`config.mk`:
```
export PLATFORM = sky130hd
export DESIGN_NAME = wreg_file
export DESIGN_NICKNAME = d
export VERILOG_FILES = /design/src/rtl/wrf_pkg.sv /design/src/rtl/wrf_store.sv /design/src/rtl/wrf_byte_port.sv /design/src/rtl/wrf_pair_tap.sv /design/src/rtl/wreg_file.sv
export SDC_FILE = /design/constraint.sdc
export NUM_CORES = 1
export LEC_CHECK = 0
export ABC_CLOCK_PERIOD_IN_PS = 2950
export BUFFER_PORTS_ARGS = -buffer_cell sky130_fd_sc_hd__buf_2
export CAP_MARGIN = 20
export CORE_ASPECT_RATIO = 0.7
export CORE_MARGIN = 10
export CORE_UTILIZATION = 35
export CTS_BUF_LIST = sky130_fd_sc_hd__clkbuf_4 sky130_fd_sc_hd__clkbuf_8
export CTS_CLUSTER_DIAMETER = 60
export CTS_CLUSTER_SIZE = 14
export DETAILED_ROUTE_END_ITERATION = 8
export HOLD_SLACK_MARGIN = 0.03
export SLEW_MARGIN = 20
export SYNTH_ARGS = -nofsm -noshare
export SYNTH_HDL_FRONTEND = slang
export SYNTH_SLANG_ARGS = --single-unit
```
`constraint.sdc`:
```
create_clock -name clk -period 2.95 [get_ports clk]
set_clock_uncertainty 0.05 [all_clocks]
set_input_delay 0.295 -clock clk [delete_from_list [all_inputs] [get_ports clk]]
set_output_delay 0.295 -clock clk [all_outputs]
set_load 0.01 [all_outputs]
```
`src/rtl/wrf_pkg.sv`:
```
// Shared types for the working register file.
// Assumes: nothing beyond IEEE 1800-2017.
package wrf_pkg;
    // Width of a core write: a single byte or an adjacent register pair.
    typedef enum logic {
        WR_BYTE = 1'b0,
        WR_PAIR = 1'b1
    } wr_width_e;
endpackage

```
`src/rtl/wrf_store.sv`:
```
// Register storage with write arbitration.
// Holds REG_COUNT registers of REG_W bits. A core write (byte or pair) has
// priority over a data-space byte write to the same register. Pair writes
// ignore index bit 0; the even register takes the low byte.
// Assumes: REG_COUNT is even and a power of two; synchronous active-low reset.
module wrf_store
    import wrf_pkg::*;
#(
    parameter int REG_COUNT = 32,
    parameter int REG_W     = 8,
    localparam int IDX_W    = $clog2(REG_COUNT)
) (
    input  logic                            clk,
    input  logic                            rst_n,
    input  logic                            core_en,
    input  wr_width_e                       core_width,
    input  logic [IDX_W-1:0]                core_idx,
    input  logic [2*REG_W-1:0]              core_data,
    input  logic                            ds_en,
    input  logic [IDX_W-1:0]                ds_idx,
    input  logic [REG_W-1:0]                ds_data,
    output logic [REG_COUNT-1:0][REG_W-1:0] regs_q
);

    for (genvar i = 0; i < REG_COUNT; i++) begin : g_reg
        localparam logic [IDX_W-1:0] MY_IDX = IDX_W'(i);
        logic             core_hit;
        logic [REG_W-1:0] core_byte;

        // Decide whether the core write lands here and which byte it brings.
        always_comb begin
            if (core_width == WR_PAIR) begin
                core_hit  = core_en && (core_idx[IDX_W-1:1] == MY_IDX[IDX_W-1:1]);
                core_byte = MY_IDX[0] ? core_data[2*REG_W-1:REG_W] : core_data[REG_W-1:0];
            end else begin
                core_hit  = core_en && (core_idx == MY_IDX);
                core_byte = core_data[REG_W-1:0];
            end
        end

        // Update this register: reset, then core write, then data-space write.
        always_ff @(posedge clk) begin
            if (!rst_n) begin
                regs_q[i] <= '0;
            end else if (core_hit) begin
                regs_q[i] <= core_byte;
            end else if (ds_en && (ds_idx == MY_IDX)) begin
                regs_q[i] <= ds_data;
            end
        end
    end

endmodule

```
`src/rtl/wrf_byte_port.sv`:
```
// Combinational byte read port: selects one register by index.
// Assumes: idx is always within range (REG_COUNT is a power of two).
module wrf_byte_port #(
    parameter int REG_COUNT = 32,
    parameter int REG_W     = 8,
    localparam int IDX_W    = $clog2(REG_COUNT)
) (
    input  logic [REG_COUNT-1:0][REG_W-1:0] regs,
    input  logic [IDX_W-1:0]                idx,
    output logic [REG_W-1:0]                data
);

    // Plain index mux.
    always_comb data = regs[idx];

endmodule

```
`src/rtl/wrf_pair_tap.sv`:
```
// Combinational pair read: returns {odd, even} register of the pair chosen
// by pair_sel (a register index with bit 0 dropped).
// Assumes: REG_COUNT is even.
module wrf_pair_tap #(
    parameter int REG_COUNT = 32,
    parameter int REG_W     = 8,
    localparam int IDX_W    = $clog2(REG_COUNT)
) (
    input  logic [REG_COUNT-1:0][REG_W-1:0] regs,
    input  logic [IDX_W-2:0]                pair_sel,
    output logic [2*REG_W-1:0]              data
);

    // Concatenate the two halves, odd register on top.
    always_comb data = {regs[{pair_sel, 1'b1}], regs[{pair_sel, 1'b0}]};

endmodule

```
`src/rtl/wreg_file.sv`:
```
// Dual-width working register file with a data-space alias and pointer export.
// Two byte read ports, one pair read, one byte-or-pair core write port, one
// byte data-space port mapped at addresses 0..REG_COUNT-1, and the top
// PTR_COUNT register pairs exported as address pointers (X lowest).
// Assumes: synchronous active-low reset; reads combinational, writes at edge.
module wreg_file
    import wrf_pkg::*;
#(
    parameter int REG_COUNT = 32,
    parameter int REG_W     = 8,
    parameter int ADDR_W    = 16,
    parameter int PTR_COUNT = 3,
    localparam int IDX_W    = $clog2(REG_COUNT),
    localparam int PW       = 2 * REG_W
) (
    input  logic              clk,
    input  logic              rst_n,
    input  logic [IDX_W-1:0]  rd_a_idx,
    output logic [REG_W-1:0]  rd_a_data,
    input  logic [IDX_W-1:0]  rd_b_idx,
    output logic [REG_W-1:0]  rd_b_data,
    output logic [PW-1:0]     rd_w_data,
    input  logic              wr_en,
    input  logic              wr_wide,
    input  logic [IDX_W-1:0]  wr_idx,
    input  logic [PW-1:0]     wr_data,
    input  logic [ADDR_W-1:0] ds_addr,
    input  logic              ds_we,
    input  logic [REG_W-1:0]  ds_wdata,
    output logic [REG_W-1:0]  ds_rdata,
    output logic [PW-1:0]     ptr_x,
    output logic [PW-1:0]     ptr_y,
    output logic [PW-1:0]     ptr_z
);

    localparam int FIRST_PTR_PAIR = REG_COUNT / 2 - PTR_COUNT;

    logic [REG_COUNT-1:0][REG_W-1:0] regs_q;
    logic                            ds_hit;
    logic [IDX_W-1:0]                ds_idx;
    logic [REG_W-1:0]                ds_byte;
    logic [PTR_COUNT-1:0][PW-1:0]    ptr_bus;

    // Address decode for the data-space alias window.
    always_comb begin
        ds_hit = ds_addr < ADDR_W'(REG_COUNT);
        ds_idx = ds_addr[IDX_W-1:0];
    end

    wrf_store #(.REG_COUNT(REG_COUNT), .REG_W(REG_W)) store_i (
        .clk        (clk),
        .rst_n      (rst_n),
        .core_en    (wr_en),
        .core_width (wr_width_e'(wr_wide)),
        .core_idx   (wr_idx),
        .core_data  (wr_data),
        .ds_en      (ds_we && ds_hit),
        .ds_idx     (ds_idx),
        .ds_data    (ds_wdata),
        .regs_q     (regs_q)
    );

    wrf_byte_port #(.REG_COUNT(REG_COUNT), .REG_W(REG_W)) port_a_i (
        .regs (regs_q), .idx (rd_a_idx), .data (rd_a_data)
    );

    wrf_byte_port #(.REG_COUNT(REG_COUNT), .REG_W(REG_W)) port_b_i (
        .regs (regs_q), .idx (rd_b_idx), .data (rd_b_data)
    );

    wrf_byte_port #(.REG_COUNT(REG_COUNT), .REG_W(REG_W)) port_ds_i (
        .regs (regs_q), .idx (ds_idx), .data (ds_byte)
    );

    wrf_pair_tap #(.REG_COUNT(REG_COUNT), .REG_W(REG_W)) pair_a_i (
        .regs (regs_q), .pair_sel (rd_a_idx[IDX_W-1:1]), .data (rd_w_data)
    );

    // Fixed pair taps for the exported pointers.
    for (genvar p = 0; p < PTR_COUNT; p++) begin : g_ptr
        wrf_pair_tap #(.REG_COUNT(REG_COUNT), .REG_W(REG_W)) ptr_tap_i (
            .regs     (regs_q),
            .pair_sel ((IDX_W-1)'(FIRST_PTR_PAIR + p)),
            .data     (ptr_bus[p])
        );
    end

    // Gate the data-space read outside the alias window.
    always_comb ds_rdata = ds_hit ? ds_byte : '0;

    // Name the pointer outputs.
    always_comb begin
        ptr_x = ptr_bus[0];
        ptr_y = ptr_bus[1];
        ptr_z = ptr_bus[PTR_COUNT-1];
    end

endmodule

```
# Yosys cells after proc, flatten, opt, wreduce, memory -nomap -nowiden
# Cells that the tools add are included.
# word_totals
register_bits,256
latchBits,0
ram_bits,0
romBits,0
word_cells,339
memories,0
# op_classes
addsub,0
multipliers,0
div_mod_pow,0
order_cmp,6
n_eq_ne,77
n_shift,0
muxes,108
bitwise,0
reduce_logical,116
# op_table
operator,count
two-way mux 8 bit,71
"equality test 5 bit, second input constant",32
binary-select mux 8 bit (select 5 bit),3
logical AND 1 bit,81
"equality test 5 x 4 -> 1 bit, second input constant",16
binary-select mux 8 bit (select 4 bit),2
nonzero test 2 bit,32
"equality test 5 x 3 -> 1 bit, second input constant",8
"equality test 4 bit, second input constant",8
two-way mux 1 bit,32
"< comparator 5 x 6 -> 1 bit, second input constant",5
"equality test 5 x 2 -> 1 bit, second input constant",4
"equality test 4 x 3 -> 1 bit, second input constant",4
"< comparator 16 x 6 -> 1 bit, second input constant",1
"equality test 5 x 1 -> 1 bit, second input constant",2
logical NOT 5 bit,2
"equality test 4 x 2 -> 1 bit, second input constant",2
"equality test 4 x 1 -> 1 bit, second input constant",1
logical NOT 4 bit,1

# Depth between registers and ports, before layout
# Gate-level depths: netlist (run 1).
# depth
depth_word,5
mapped_depth,8
depth_no_buf,5

# Cells and area by module
# A second synthesis (run 1) with hierarchy kept.
# hier_totals
cells_unflattened,2569
area_unflattened_um2,27149.8
# by_module_without_submodules
mod,n_inst,cells_per_inst,area_each_um2,seq_area_each_um2
wrf_store,1,1675,13178.9,5124.9
wrf_pair_tap,4,137,1933.1,0.0
wrf_byte_port,3,107,1994.4,0.0
wreg_file,1,25,255.2,0.0

# Least setup slack after synthesis (run 1)
# Ideal clock, no wire load.
# synth_timing
path_type,input port to output port
start,input port rd_a_idx[1]
end,output port rd_a_data[3]
arrival_ns,2.241
required_ns,2.605
slack_ns,0.364
cell_stages,6
path_buffers,3
path_cell_list,buf_2 buf_2 buf_1 mux4_2 mux4_2 mux2_2
# synth_between
elab_chain_len,2
# synth_lines
item,line_no,text
"start, declared",wreg_file.sv:18,"input logic [IDX_W-1:0] rd_a_idx,"
binary-select mux 8 bit (select 5 bit),wrf_byte_port.sv:14,always_comb data = regs[idx];
two-way mux 8 bit (not written as such),wrf_byte_port.sv:14,
"end, declared",wreg_file.sv:19,"output logic [REG_W-1:0] rd_a_data,"
# Every way passes these cells. The select of a mux whose other input is x is not followed.

# Final worst setup path (run 1)
# layout_timing
start,register store_i.regs_q[220] (netlist bit)
end,output port rd_b_data[4]
# layout_between
elab_chain_len,2
# layout_lines
item,line_no,text
"start, declared",wrf_store.sv:22,output logic [REG_COUNT-1:0][REG_W-1:0] regs_q
"start signal, assigned by index",wrf_store.sv:46,regs_q[i] <= core_byte;
"start signal, assigned by index",wrf_store.sv:48,regs_q[i] <= ds_data;
binary-select mux 8 bit (select 5 bit),wrf_byte_port.sv:14,
two-way mux 8 bit (not written as such),wrf_byte_port.sv:14,
"end, declared",wreg_file.sv:21,"output logic [REG_W-1:0] rd_b_data,"
# Every way passes these cells. The select of a mux whose other input is x is not followed.

==> results of run 1 <==
-- worst min-delay path: cells and delay by family --
family / cells / cell delay, ns
buffers and inverters: 1 / 0.24
AO/OA/AOI/OAI: 1 / 0.07
AND/OR/NAND/NOR: 1 / 0.10
-- path summary, 6_finish.rpt --
path / end / slack [ns]
max: rd_b_data[4] / 0.03
min: store_i.regs_q[212] / 0.06
max reg2reg: store_i.regs_q[211] / 1.84
min reg2reg: store_i.regs_q[200] / 0.46
-- area by class of cell --
| cell class | instances | area [um^2] |
|---|---|---|
| inverters | 2 | 7.507 |
| diodes | 6 | 15.01 |
| clock inverters | 8 | 75.07 |
| repair buffers | 289 | 2069 |
| fillers | 5529 | 34110 |
| multi-input cells | 1490 | 13760 |
| clock buffers | 31 | 420.4 |
| well taps | 750 | 938.4 |
| flip-flops and latches | 256 | 5144 |
-- synth_stat cells, types with 3 or more instances --
cell type  instances  area, um^2
buf_4             57       427.9
nor3b_1            5       37.54
nand3b_1           3       22.52
nor4_4             3       63.81
mux4_2           253        5698
buf_2             40       200.2
and2_1             3       18.77
mux2_2            23       259.0
nor3_1            10       50.05
nor2_1            26       97.59
dfxtp_1          256        5125
a221oi_1          15       131.4
nand2b_1          11       68.82
a31oi_1           72       450.4
clkbuf_1         110       412.9
nand4_1            5       31.28
o21ai_0          226        1131
a21oi_1          160       800.8
a22o_1            14       122.6
a2111oi_0          9       78.83
and3_1             4       25.02
buf_1             23       86.33
or3_1              6       37.54
nor3_4             4       65.06
o22ai_1           23       143.9
and2_0             3       18.77
nand3_1           15       75.07
nand2_1          252       945.9
mux2i_1          292        2923
nor2_2             8       50.05
nor2b_1           13       81.33
a22oi_1           14       105.1
a211oi_1           4       30.03
-- power breakdown --
group / leakage, uW / total [uW] / switching, uW / internal, uW
registers: 0.00208 / 3620 / 110 / 3510
clock network: 0.000255 / 2440 / 1470 / 967
logic: 0.00578 / 1420 / 856 / 569
total: 0.00811 / 7490 / 2440 / 5050
-- routing by layer --
metal	part of all wire	wire (um)	track usage	vias up
met5	0.00052	48	0	-
li1	-	-	-	7857
met2	0.41	37390	0.3705	1482
met1	0.41	37890	0.3712	9510
met3	0.15	14040	0.09268	168
met4	0.029	2678	0.06883	8
-- metrics by stage --
| step | setup WS, ns | TNS (ns) |
|---|---|---|
| after CTS | 0.001998 | 0 |
| after floorplan | 0.3638 | 0 |
| after detailed placement | -0.1228 | -0.2580 |
| after global placement | -0.3201 | -0.4969 |
| final | 0.03438 | 0 |
| after global routing | -0.07263 | -0.07263 |
-- kinds of logic (layout without fill, tap and decap cells) --
logic type / after synthesis / after routing / share of synthesized area
other: 0 / 6 / 0
buffers and inverters: 232 / 330 / 0.05694
AOI/OAI and AO/OA: 540 / 540 / 0.1514
and+or+nand+nor: 382 / 382 / 0.08908
DFF: 256 / 256 / 0.2571
muxes: 568 / 568 / 0.4455
-- timing repair --
item / CTS / global route
pin swaps: 0 / 1
endpoints found under the setup margin: 8 / 8
resized for setup: 15 / 18
cloned: 0 / 0
hold endpoints to repair: 0 / 0
buffers inserted: 0 / 0
==> metrics, run 1 <==
Initial Utilization=0.3525; most frequent cells in the layout=292 x mux2i_1, 253 x mux4_2, 252 x nand2_1, 243 x dfxtp_1, 226 x o21ai_0; largest registers=store_i.regs_q: 256 flops; CTS Buffer Depth=3; Util after Layout=0.3967; fin. max-slew vios=0; Post-DP HPWL=72930 um; run status=completed; Seq/Total Area, Yosys=0.2571; PortBufs=147; Die Area=about 67000 um^2; vias post-DR=19030; CP endpoint kind=primary output; Buf/Inv on CP=2; Clock Sinks=256; Clk Latency, worst-skew pair=roughly 0.62 ns; largest net degree at the start of global routing=98; DP Area=21810 um^2; dominant synthesized flop cell=dfxtp_1; yosys synthesis warning count=0; fmax=343.0 MHz; Die H=219.7 um; Worst path top cell family by delay=multiplexers; Layout area overhead=12.53%; asr flop ratio synth=0; final hold vios=0; global-route wire length before repair=130500 um; Post-Syn Nets=2038; CP Cell Sequence=buf_4 > mux4_2 > mux4_2 > mux2_2 > buf_2; I/O pin cnt=148; WL/cell=around 32 um; CP Max Fanout=5; WL final=approximately 90000 um; Setup crit start=store_i.regs_q[220]; Crit path largest cell delay=around 0.46 ns; synth unique cells=44; antenna-violating nets left=0; critical path class=reg2out; Max-Cap Viols=0; final period utilization=0.9883; EDFF count, synth=0; min Tclk post-route=~2.9 ns; vias in the first global route=17700; GPL Wtd Cong=1.001; CP arrival=2.57 ns; share of post-route cells with drive strength above 1=0.3112; Worst Reg-to-Reg Cells=3; row count=73; DRT Pass-1 Iters=5; clk root buf=clkbuf_8; RR Startpoint=store_i.regs_q[211]; CTS Hold Bufs=0; initial antenna violation count=8; Largest register FFs=approximately 260; Post-Layout Cell Count=2832; CP Launch Type=flip-flop; Inserted Clock Buffers=26; Synth Area per Inst=10.08 um^2; post-synthesis cell count=1978; Final #Nets=2125; Inst Count DP=between 2000 and 3000; core area=56540 um^2; Pwr per Cell Area=333.7 nW/um^2; Avg Vias per Cell=6.718; Post-Synthesis Cell Area=19930 um^2; # H-tree levels=1; DRC viols=0; Worst Tran Pin Value=1.002 ns; Slowest cell on crit path=mux4_2; largest register by flop count=store_i.regs_q; required time worst endpoint=2.61 ns; beginning of the worst hold path=wr_data[4]; min-delay worst type=in2reg; hold slack=0.05907 ns; Total Power=7485 uW; Finished Cell Area=22430 um^2; gr ovfl total=0; Max VDD drop=approximately 0.21 mV; Total GRT Usage=0.2617; Hold Crit Depth=3; Yosys reg bits=256; Detailed Route Iter0 Violations=about 2700; CTS clk-pin slew, worst paths=between 0.1 and 0.15 ns; Setup-failing EPs final=0; die width=305.2 um; CP most frequent cell=mux4_2; CTS tree=yes; critical path depth=5; leakage power total=0.008111 uW; most common cell after layout, fill and taps aside=mux2i_1; slew margin rel.=0.3272
Note: power is estimated with default switching activity, not from simulation.
==> run 2: changes to the inputs <==
- BUFFER_PORTS_ARGS: -buffer_cell sky130_fd_sc_hd__buf_2 -> -buffer_cell sky130_fd_sc_hd__buf_4
- SKIP_LAST_GASP: unset -> 1
==> run 2 against run 1 <==
- the run now ends with setup timing left
- die area stayed put
- count of clock-buffer cells in the layout is 5 lower
- non-clock buffer count is 13 higher
- register-to-register slack worse by 0.03 ns
- sequential power hardly changed
- utilization is 0.78 points higher
==> metrics, run 2 (synthesis gave the netlist of run 1 again) <==
run status=finished with violations; failing checks=setup timing; Max-Cap Viols=0 (unchanged); RR Endpoint=store_i.regs_q[243]; PortBufs=147 (unchanged); CP Cell Sequence=mux2i_1 > a221oi_1 > o22ai_1 > a2111oi_1 > buf_4; Die H=219.7 um (unchanged); largest net degree at the start of global routing=152 (+55%); share of post-route cells with drive strength above 1=0.3133 (+0.002164); Crit path largest cell delay=0.56 ns (+0.10 ns); die width=305.2 um (unchanged); Hold Path End=store_i.regs_q[11]; GPL Wtd Cong=0.9955 (-0.55%); Die Area=67050 um^2 (unchanged); I/O pin cnt=148 (unchanged); largest registers=store_i.regs_q: 256 flops; fin. max-slew vios=0 (unchanged); most frequent cells in the layout=292 x mux2i_1, 266 x buf_4, 253 x mux4_2, 252 x nand2_1, 234 x dfxtp_1; Finished Cell Area=22870 um^2 (+2.0%); WL/cell=33.76 um (+3.9%); Worst Tran Pin Value=0.8745 ns (-0.1270 ns); Worst Reg-to-Reg Cells=3 (unchanged); RSZ-0062 raised after global routing=true; DP Area=22210 um^2 (+1.8%); Largest register FFs=256 (unchanged); Avg Vias per Cell=6.790 (+1.1%); vias in the first global route=17950 (+1.4%); initial antenna violation count=7 (-1); Clock Sinks=256 (unchanged); Setup-failing EPs final=1 (+1); # H-tree levels=1 (unchanged); largest register by flop count=store_i.regs_q; final hold vios=0 (unchanged); area of the multi-input gates=13750 um^2 (about the same); Clk Latency, worst-skew pair=0.65 ns (+0.03 ns); RR Startpoint=store_i.regs_q[243]; reg2reg setup slack=1.81 ns (-0.03 ns); CTS Buffer Depth=3 (unchanged); CTS tree=yes; Buf/Inv on CP=1 (-1); Detailed Route Iter0 Violations=3069 (+13%); most common cell after layout, fill and taps aside=mux2i_1; WL final=95790 um (+4.1%); Worst path top cell family by delay=compound AO/OA/AOI/OAI gates; Inst Count DP=2789 (+0.072%); Pwr per Cell Area=324.0 nW/um^2 (-2.9%); register area=5162 um^2 (+0.36%); Final #Nets=2137 (+0.56%); CP Max Fanout=6 (+1); vias post-DR=19260 (+1.3%); core area=56540 um^2 (unchanged); Total GRT Usage=0.2727 (+0.01093); required time worst endpoint=2.61 ns (about the same); CP Launch Type=flip-flop; hold slack=0.05016 ns (-0.008909 ns); Inserted Clock Buffers=25 (-3.8%); Post-Layout Cell Count=2837 (+0.18%); Hold Crit Depth=3 (unchanged); fmax=333.0 MHz (-2.9%); CTS clk-pin slew, worst paths=0.10 ns (about the same); fillers=5482 (-0.85%); Slowest cell on crit path=dfxtp_2; antenna-violating nets left=0 (unchanged); min Tclk post-route=3.003 ns (+0.08760 ns); global-route wire length before repair=135400 um (+3.7%); Layout area overhead=14.73%; Post-DP HPWL=74880 um (+2.7%); DRT Pass-1 Iters=9 (+4); CP endpoint kind=primary output; gr ovfl total=0 (unchanged); Fin Setup TNS=-0.05322 ns (-0.05322 ns); CP arrival=2.66 ns (+0.09 ns); leakage power total=0.008200 uW (+1.1%); slew margin rel.=0.4125 (+0.08532); critical path class=reg2out; min-delay worst type=in2reg; clk root buf=clkbuf_8; row count=73 (unchanged); Total Power=7409 uW (-1.0%); final period utilization=1.018 (+0.02969); beginning of the worst hold path=wr_data[11]; Final WS setup=-0.05322 ns (-0.08760 ns); DRC viols=0 (unchanged); Max VDD drop=0.2182 mV (+2.1%); Initial Utilization=0.3525 (unchanged)
## run 2: per-stage QoR
stage / util / setup WS [ns]
after CTS: 0.4031 / -0.07289
final: 0.4045 / -0.05322
after detailed placement: 0.3928 / -0.2086
after global routing: 0.4044 / -0.08942
after global placement: 0.3927 / -0.9431
after floorplan: - / 0.3638
## run 2: worst max path at each step
stage,slack (ns),startpoint,endpoint,depth (start not counted)
after floorplan,0.36,rd_a_idx[1],rd_a_data[3],6
after global placement,-0.94,ds_addr[14],ds_rdata[4],7
after detailed placement,-0.21,ds_addr[14],ds_rdata[2],6
after CTS,-0.07,store_i.regs_q[140],ds_rdata[4],8
after global routing,-0.09,store_i.regs_q[252],ds_rdata[4],6
final,-0.05,store_i.regs_q[209],ds_rdata[1],5
## run 2: timing repair
item	4_1_cts	5_1_grt
endpoints found under the setup margin	12	11
setup buffers	2	1
hold buffers	10	0
resized for setup	19	27
hold endpoints to repair	16	0
pin swaps	1	4
## run 2: layout make-up
type / instances / share of cell area
clock inverters: 8 / 0.003173
well taps: 750 / 0.04104
clock buffers: 26 / 0.01537
inverters: 2 / 0.0003283
repair buffers: 302 / 0.1125
diodes: 3 / 0.0003283
flip-flops and latches: 256 / 0.2257
multi-input cells: 1490 / 0.6015
## run 2: power by group
part / total, uW / switching [uW] / internal [uW]
registers: 3620 / 110 / 3510
logic: 1510 / 893 / 614
clock network: 2280 / 1450 / 826
## run 2: routing by layer
layer / share of wire / GRT usage / wire length [um]
met3: 0.13 / 0.07021 / 12780
met1: 0.42 / 0.3936 / 40080
met4: 0.033 / 0.07451 / 3175
met5: 0.00014 / 0 / 13
met2: 0.41 / 0.3965 / 39740
## run 2: worst reg2reg max path, stage by stage (launching register included)
cell and delay (ns):
dfxtp_1 0.53, buf_4 0.23, mux2i_1 0.08, a21oi_1 0.18
